### config.mk
export PLATFORM = sky130hd
export DESIGN_NAME = rx_frame_queue
export DESIGN_NICKNAME = d
export VERILOG_FILES = /design/src/rtl/rxq_pkg.sv /design/src/rtl/rxq_store.sv /design/src/rtl/rxq_ctrl.sv /design/src/rtl/rxq_irq.sv /design/src/rtl/rx_frame_queue.sv
export SDC_FILE = /design/constraint.sdc
export NUM_CORES = 1
export LEC_CHECK = 0
export ABC_AREA = 0
export CAP_MARGIN = 10
export CORE_ASPECT_RATIO = 1.4
export CORE_MARGIN = 2
export CORE_UTILIZATION = 45
export DETAILED_ROUTE_END_ITERATION = 8
export GPL_TIMING_DRIVEN = 0
export PLACE_DENSITY_LB_ADDON = 0.1
export SKIP_CTS_REPAIR_TIMING = 1
export SLEW_MARGIN = 20
export SYNTH_ARGS = -nofsm -noshare
export SYNTH_HDL_FRONTEND = slang
export SYNTH_SLANG_ARGS = --single-unit
export TNS_END_PERCENT = 20
### constraint.sdc
create_clock -name clk_i -period 2.2 [get_ports clk_i]
set_input_delay 0.55 -clock clk_i [delete_from_list [all_inputs] [get_ports clk_i]]
set_output_delay 0.55 -clock clk_i [all_outputs]
set_load 0.02 [all_outputs]
### src/rtl/rxq_pkg.sv
package rxq_pkg;
  localparam int ID_W  = 29;
  localparam int DLC_W = 4;
  localparam int PAY_W = 64;

  typedef struct packed {
    logic [ID_W-1:0]  id;
    logic             ide;
    logic             rtr;
    logic [DLC_W-1:0] dlc;
    logic [PAY_W-1:0] data;
  } frame_t;
endpackage

### src/rtl/rxq_store.sv
module rxq_store
  import rxq_pkg::*;
#(
  parameter int DEPTH = 6,
  localparam int PTR_W = (DEPTH > 1) ? $clog2(DEPTH) : 1
) (
  input  logic             clk_i,
  input  logic             rst_ni,
  input  logic             we_i,
  input  logic [PTR_W-1:0] wr_ptr_i,
  input  frame_t           wr_frame_i,
  input  logic [PTR_W-1:0] rd_ptr_i,
  output frame_t           rd_frame_o
);
  frame_t slot_q [DEPTH];

  for (genvar g = 0; g < DEPTH; g++) begin : g_slot
    always_ff @(posedge clk_i or negedge rst_ni) begin
      if (!rst_ni)
        slot_q[g] <= '0;
      else if (we_i && wr_ptr_i == PTR_W'(g))
        slot_q[g] <= wr_frame_i;
    end
  end

  assign rd_frame_o = slot_q[rd_ptr_i];
endmodule

### src/rtl/rxq_ctrl.sv
module rxq_ctrl #(
  parameter int DEPTH      = 6,
  parameter int WARN_LEVEL = 4,
  localparam int PTR_W = (DEPTH > 1) ? $clog2(DEPTH) : 1,
  localparam int CNT_W = $clog2(DEPTH + 1)
) (
  input  logic             clk_i,
  input  logic             rst_ni,
  input  logic             enable_i,
  input  logic             wr_valid_i,
  input  logic             clr_avail_i,
  output logic             push_o,
  output logic             drop_o,
  output logic             warn_hit_o,
  output logic [PTR_W-1:0] wr_ptr_o,
  output logic [PTR_W-1:0] rd_ptr_o,
  output logic [CNT_W-1:0] count_o
);
  localparam logic [CNT_W-1:0] FULL_CNT = CNT_W'(DEPTH);
  localparam logic [CNT_W-1:0] PRE_WARN = CNT_W'(WARN_LEVEL - 1);
  localparam logic [PTR_W-1:0] LAST_PTR = PTR_W'(DEPTH - 1);

  logic [PTR_W-1:0] wr_ptr_q, rd_ptr_q;
  logic [CNT_W-1:0] count_q;
  logic             pop, push, room;

  function automatic logic [PTR_W-1:0] ptr_next(input logic [PTR_W-1:0] p);
    return (p == LAST_PTR) ? '0 : p + PTR_W'(1);
  endfunction

  assign room = count_q != FULL_CNT;
  assign pop  = enable_i && clr_avail_i && count_q != '0;
  // a pop in the same cycle frees the slot for a push on a full queue
  assign push = enable_i && wr_valid_i && (room || pop);

  assign push_o     = push;
  assign drop_o     = enable_i && wr_valid_i && !room && !pop;
  assign warn_hit_o = push && !pop && count_q == PRE_WARN;
  assign wr_ptr_o   = wr_ptr_q;
  assign rd_ptr_o   = rd_ptr_q;
  assign count_o    = count_q;

  always_ff @(posedge clk_i or negedge rst_ni) begin
    if (!rst_ni) begin
      wr_ptr_q <= '0;
      rd_ptr_q <= '0;
      count_q  <= '0;
    end else if (!enable_i) begin
      wr_ptr_q <= '0;
      rd_ptr_q <= '0;
      count_q  <= '0;
    end else begin
      if (push) wr_ptr_q <= ptr_next(wr_ptr_q);
      if (pop)  rd_ptr_q <= ptr_next(rd_ptr_q);
      if (push && !pop)      count_q <= count_q + CNT_W'(1);
      else if (pop && !push) count_q <= count_q - CNT_W'(1);
    end
  end


  full_hold_chk: assert property (@(posedge clk_i) disable iff (!rst_ni)
    enable_i && wr_valid_i && !clr_avail_i && count_q == FULL_CNT |=> count_q == FULL_CNT);

  empty_pop_chk: assert property (@(posedge clk_i) disable iff (!rst_ni)
    enable_i && !wr_valid_i && clr_avail_i && count_q == '0 |=> count_q == '0 && $stable(rd_ptr_q));

  flush_chk: assert property (@(posedge clk_i) disable iff (!rst_ni)
    !enable_i |=> count_q == '0);

  bound_chk: assert property (@(posedge clk_i) disable iff (!rst_ni)
    count_q <= FULL_CNT);
endmodule

### src/rtl/rxq_irq.sv
module rxq_irq (
  input  logic clk_i,
  input  logic rst_ni,
  input  logic enable_i,
  input  logic warn_hit_i,
  input  logic drop_i,
  input  logic clr_warn_i,
  input  logic clr_ovf_i,
  output logic warn_o,
  output logic ovf_o
);
  logic warn_q, ovf_q;

  always_ff @(posedge clk_i or negedge rst_ni) begin
    if (!rst_ni) begin
      warn_q <= 1'b0;
      ovf_q  <= 1'b0;
    end else if (!enable_i) begin
      warn_q <= 1'b0;
      ovf_q  <= 1'b0;
    end else begin
      // set wins over clear
      warn_q <= warn_hit_i || (warn_q && !clr_warn_i);
      ovf_q  <= drop_i || (ovf_q && !clr_ovf_i);
    end
  end

  assign warn_o = warn_q;
  assign ovf_o  = ovf_q;


  warn_set_wins_chk: assert property (@(posedge clk_i) disable iff (!rst_ni)
    enable_i && warn_hit_i |=> warn_q);

  ovf_sticky_chk: assert property (@(posedge clk_i) disable iff (!rst_ni)
    enable_i && ovf_q && !clr_ovf_i |=> ovf_q);

  ovf_set_chk: assert property (@(posedge clk_i) disable iff (!rst_ni)
    enable_i && drop_i |=> ovf_q);

  idle_flags_chk: assert property (@(posedge clk_i) disable iff (!rst_ni)
    !enable_i |=> !warn_q && !ovf_q);
endmodule

### src/rtl/rx_frame_queue.sv
module rx_frame_queue
  import rxq_pkg::*;
#(
  parameter int DEPTH      = 6,
  parameter int WARN_LEVEL = 4
) (
  input  logic              clk_i,
  input  logic              rst_ni,
  input  logic              enable_i,
  input  logic              wr_valid_i,
  input  logic [ID_W-1:0]   wr_id_i,
  input  logic              wr_ide_i,
  input  logic              wr_rtr_i,
  input  logic [DLC_W-1:0]  wr_dlc_i,
  input  logic [PAY_W-1:0]  wr_data_i,
  input  logic              clr_avail_i,
  input  logic              clr_warn_i,
  input  logic              clr_ovf_i,
  output logic [ID_W-1:0]   head_id_o,
  output logic              head_ide_o,
  output logic              head_rtr_o,
  output logic [DLC_W-1:0]  head_dlc_o,
  output logic [PAY_W-1:0]  head_data_o,
  output logic              irq_avail_o,
  output logic              irq_warn_o,
  output logic              irq_ovf_o
);
  localparam int PTR_W = (DEPTH > 1) ? $clog2(DEPTH) : 1;
  localparam int CNT_W = $clog2(DEPTH + 1);
  localparam logic [CNT_W-1:0] FULL_CNT = CNT_W'(DEPTH);

  logic             push, drop, warn_hit;
  logic [PTR_W-1:0] wr_ptr, rd_ptr;
  logic [CNT_W-1:0] count;
  frame_t           wr_frame, head;

  assign wr_frame = '{id: wr_id_i, ide: wr_ide_i, rtr: wr_rtr_i, dlc: wr_dlc_i, data: wr_data_i};

  rxq_ctrl #(.DEPTH(DEPTH), .WARN_LEVEL(WARN_LEVEL)) u_ctrl (
    .clk_i, .rst_ni, .enable_i, .wr_valid_i, .clr_avail_i,
    .push_o(push), .drop_o(drop), .warn_hit_o(warn_hit),
    .wr_ptr_o(wr_ptr), .rd_ptr_o(rd_ptr), .count_o(count)
  );

  rxq_store #(.DEPTH(DEPTH)) u_store (
    .clk_i, .rst_ni, .we_i(push), .wr_ptr_i(wr_ptr), .wr_frame_i(wr_frame),
    .rd_ptr_i(rd_ptr), .rd_frame_o(head)
  );

  rxq_irq u_irq (
    .clk_i, .rst_ni, .enable_i, .warn_hit_i(warn_hit), .drop_i(drop),
    .clr_warn_i, .clr_ovf_i, .warn_o(irq_warn_o), .ovf_o(irq_ovf_o)
  );

  assign head_id_o   = head.id;
  assign head_ide_o  = head.ide;
  assign head_rtr_o  = head.rtr;
  assign head_dlc_o  = head.dlc;
  assign head_data_o = head.data;
  assign irq_avail_o = count != '0;


  full_swap_chk: assert property (@(posedge clk_i) disable iff (!rst_ni)
    enable_i && wr_valid_i && clr_avail_i && count == FULL_CNT && !irq_ovf_o
    |=> !irq_ovf_o && irq_avail_o);

  last_pop_chk: assert property (@(posedge clk_i) disable iff (!rst_ni)
    enable_i && clr_avail_i && !wr_valid_i && count == CNT_W'(1) |=> !irq_avail_o);

  first_push_chk: assert property (@(posedge clk_i) disable iff (!rst_ni)
    enable_i && wr_valid_i && !irq_avail_o |=> irq_avail_o && head_id_o == $past(wr_id_i));
endmodule

After elaboration in Yosys (flattened, before gate mapping):

Index checks and enable logic that the tools add are counted.

* order comparisons: 1
* muxes and demuxes: 14
* reductions and logical operators: 27
* $add $sub $neg: 4
* eq/ne operators: 11
* bitwise operators: 1

Operators with widths (count)
* $bmux 99 s3: 1
* $mux 99: 2
* $mux 3: 9
* $logic_and 1x1->1: 17
* $add 3x1->3 const B: 3
* $eq 3x2->1 const B: 3
* $eq 3x3->1 const B: 3
* $logic_not 1->1: 5
* $ge 4x4->1 const B: 1
* $ne 2x1->1 const B: 2
* $not 3->4: 1
* $eq 3x1->1 const B: 1
* $logic_not 3->1: 1
* $logic_or 1x1->1: 3
* $ne 3x1->1 const B: 1
* $ne 3x3->1 const B: 1
* $reduce_bool 3->1: 1
* $sub 3x1->3 const B: 1
* $mux 1: 2

* flip-flop bits (word level): 605
* logic and storage cells: 93

Depth between registers and ports, before layout:

* word-level depth: 9
* gate-level depth with buffers: 8
* gate-level depth less buffers: 8

By module:

From an unflattened synthesis, not the netlist that was laid out.

* cell total of the unflattened synthesis: 1886
* area, all modules: 27361.2 µm²

Modules (own cells, without submodules)
* rxq_store: instances 1, cells each 1823, area each 26676.8 µm²
* rxq_ctrl: instances 1, cells each 56, area each 585.6 µm²
* rxq_irq: instances 1, cells each 6, area each 92.6 µm²
* rx_frame_queue: instances 1, cells each 1, area each 6.3 µm²

Worst setup path before layout:

Ideal clock, no wire load.

* path kind: reg-to-output
* start: register u_ctrl.rd_ptr_q[0], in the netlist u_ctrl.rd_ptr_o[0]
* end: output head_data_o[10]
* data arrival time: 1.763 ns
* slack: -0.113 ns
* cell stages (with the launch flop): 7
* path buffers: 4
* cell sequence: dfrtp_1 buf_2 buf_2 clkbuf_1 buf_2 mux2i_1 o22ai_1

* word-level cells in the longest chain between the ends: 4

RTL lines
* from (decl): line rxq_ctrl.sv:23 `logic [PTR_W-1:0] wr_ptr_q, rd_ptr_q;`
* from (signal assigned): line rxq_ctrl.sv:54 `if (pop) rd_ptr_q <= ptr_next(rd_ptr_q);`
* $not 3->4 (implied by the code): line rxq_store.sv:26 `assign rd_frame_o = slot_q[rd_ptr_i];`
* $bmux 99 s3: line rxq_store.sv:26
* $mux 99 (implied by the code) (2 in series): line rxq_store.sv:26
* to (decl): line rx_frame_queue.sv:23 `output logic [PAY_W-1:0] head_data_o,`

No other way between the ends. The select of a mux whose other input is x is not followed.

Worst setup path in the final report:

* start: register u_ctrl.rd_ptr_q[0], in the netlist u_ctrl.rd_ptr_o[0]
* end: output head_id_o[25]

* word-level cells in the longest chain between the ends: 4

RTL lines
* $not 3->4 (implied by the code): line rxq_store.sv:26
* $bmux 99 s3: line rxq_store.sv:26
* $mux 99 (implied by the code) (2 in series): line rxq_store.sv:26
* to (decl): line rx_frame_queue.sv:19 `output logic [ID_W-1:0] head_id_o,`

No other way between the ends. The select of a mux whose other input is x is not followed.

==> impl_metrics.yaml <==
clocking:
  clock-sinks: 605
  clockRootBuffer: "clkbuf_16"
  cts_max_path_buffers: 3
  htreeDepth: 2
  insertion_delay_ns: 0.62
  cts-buffers-inserted: 60
  cts_tree: "yes"
  clk_pin_slew_ns: 0.06
die:
  start_util_pct: 45.4
  core_um2: 59700
  dieArea_um2: 62300
  die_height_um: 294
  rows: 106
  ios: 208
  die_w_um: 211
routing:
  drc_errors: 0
  viasPerCell: 5.58
  dr.pass1.iters: 4
  wl_per_cell_um: 23.5
  drt_wl_total_um: 67800
  drt_iter0_drc: 637
  vias: 16100
  antenna_left: 0
critical_path:
  reg2regPathDepth: 9
  crit_chain: "buf_12 -> buf_16 -> clkbuf_16 -> buf_12 -> mux2i_4 -> o22ai_4 -> buf_4"
  cp_slowest_cell: "dfrtp_2"
  required_ns: 1.65
  r2r-end: "u_store.slot_q[356]"
  rrSetupSlack_ns: -0.21
  crit_path_end_kind: "output pin"
  slowest_delay_ns: 0.45
  path_common_cell: "buf_12"
  cp-start-kind: "register"
  path_class: "reg -> out"
  crit_arrival_ns: 2.40
  reg2reg_from: "u_ctrl.count_o[0]"
  critPathMaxFanout: 10
timing:
  hold_viol: 0
  relSlewSlack_pct: 63.7
  setup_viol: 548
  skew_ns: 0.0219
  hold_slack_ns: 0.292
  fin_crit_sh_pct: 134
  fmax_ghz: 0.339
  postLayoutSetupSlackWorst_ns: -0.746
  worst_pin_slew_ns: 0.545
  slew_viol_final: 0
  fin_crit_ns: 2.95
  rsz0062_at_grt: "yes"
cells_and_area:
  layout_common_cells: "dfrtp_1 (601), mux2_2 (573), clkdlybuf4s50_1 (104), mux4_2 (99), inv_1 (91)"
  finalInstanceArea_um2: 33300
  area_delta_synth_final_pct: 22.6
  drive_above_1_share_pct: 52.0
  post-route-util_pct: 55.7
  fillers: 5012
  nNetsFinal: 2185
  final_common_cell: "dfrtp_1"
  antenna_cells: 0
place:
  dpl.hpwl_um: 44400
  post_dp_cell_area_um2: 30400
  finalWeightedCongestion: 0.757
  io_buffers: 207
yosys:
  syn_area_um2: 27100
  synth.top_cell.area_share_pct: 55.8
  synth_edf_count: 0
  synth_ff_type: "dfrtp_1"
  syn_nets: 1888
  syn_inst: 1780
  synth_cell_types: 41
  synthArstFlopShare_pct: 100
  avgSynthCellArea_um2: 15.2
  ys_ff_latch: 605
  yosysTopAreaCell: "dfrtp_1"
  yosysWarnings: 0
  synth.area.top_cells: "dfrtp_1 (56%), mux2_2 (24%), mux4_2 (8.2%), mux2i_1 (3.7%), o22ai_1 (2.3%)"
  seq_area_frac_synth_pct: 55.8
pwr:
  pwr_density_cell_nw_per_um2: 1290
  p_leak_nw: 14.9
  power.total_w: 0.0430
  ir_drop_mv: 0.706
global_route:
  antenna_found_initial: 7
  grt_util_all_layers_pct: 21.9
  grt_pass1_vias: 17800
  grt_pass1_wl_um: 104000
  grt_max_degree: 103
  overflow: 0
run:
  max_cap_viol_count: 0
min_path:
  worstHoldStart: "enable_i"
  min_path_type: "in -> reg"
  hold_end: "u_ctrl.count_o[2]"
  whs_path_depth: 3
outcome:
  violations: "negative setup slack"
  status: "complete, but fails checks"
## power by group
group	leakage [nW]	internal [W]	switching [W]
Sequential	7.67	0.0147	0.00180
Clock	1.02	0.00618	0.00440
Combinational	6.17	0.00873	0.00719
Total	14.9	0.0296	0.0134
## logic make-up after synthesis
family	synth area share (%)
compound gates	2.67
fa+ha+maj	0.0923
xor+xnor	0.0969
mux	36.7
simple gates	0.858
flops	55.8
buf+inv	3.73
## routing by layer
layer,share of wire [%],global-route usage (%),up-vias
met5,0.11,0,-
met4,2.8,7.11,12
met3,4.6,4.18,118
met2,51,38.1,292
met1,41,27.3,8592
li1,-,-,7093
## worst max-delay path, delay by kind of cell, from the launching register on
family / cells / cell delay [ns]
AOI/OAI and AO/OA: 1 / 0.12
buffers and inverters: 5 / 0.91
DFF: 1 / 0.45
muxes: 1 / 0.26
## worst max path at each step
stage	startpoint	endpoint	slack (ns)	cells past startpoint
2_1_floorplan	u_ctrl.rd_ptr_o[0]	head_data_o[29]	-0.11	6
3_3_place_gp	rst_ni	u_store.slot_q[256]	-25.41	1
3_5_place_dp	u_ctrl.rd_ptr_o[0]	head_id_o[25]	-1.75	7
4_1_cts	u_ctrl.rd_ptr_o[0]	head_id_o[25]	-2.45	7
5_1_grt	u_ctrl.rd_ptr_o[0]	head_id_o[25]	-0.82	7
6_report	u_ctrl.rd_ptr_o[0]	head_id_o[25]	-0.75	7
## flip-flops by register name, summed over array words and instances (netlist names)
| signal | cells |
|---|---|
| u_store.slot_q | 594 |
| u_ctrl.count_o | 3 |
| u_ctrl.rd_ptr_o | 3 |
| u_ctrl.wr_ptr_o | 3 |
| u_irq.ovf_o | 1 |
| u_irq.warn_o | 1 |
## synthesized netlist by cell type (2+ instances only)
cell	instances
dfrtp_1	605
mux2_2	573
inv_1	102
mux2i_1	100
o22ai_1	100
mux4_2	99
buf_2	67
clkbuf_1	29
buf_4	13
mux2_1	11
mux2_4	10
buf_1	7
nand2_1	6
buf_6	5
nand2b_1	5
nor2b_1	5
o21ai_0	5
and2_1	4
a21oi_1	3
nor3b_1	3
ha_1	2
nand3_1	2
nor2_1	2
nor3_1	2
nor4b_1	2
o21a_1	2
xnor2_1	2
## per-stage QoR
stage | cells | setup TNS (ns) | worst slack (ns)
6_report | 2885 | -133.46 | -0.746
5_1_grt | 2885 | -219.85 | -0.824
4_1_cts | 2863 | -428.81 | -2.45
3_5_place_dp | 2749 | -829.64 | -1.75
3_3_place_gp | 2743 | - | -25.41
2_1_floorplan | 1780 | -9.41 | -0.113
## cell type report
cell class	instances	area, µm²	share of cell area [%]
tap	756	946	2.84
sequential	605	15100	45.5
clock buffer	89	1780	5.36
timing repair buffer	236	2250	6.77
clock inverter	25	267	0.801
inverter	103	387	1.16
buffer	119	1130	3.40
multi-input combinational	952	11300	34.1
Power figures use the tool's default switching activity.
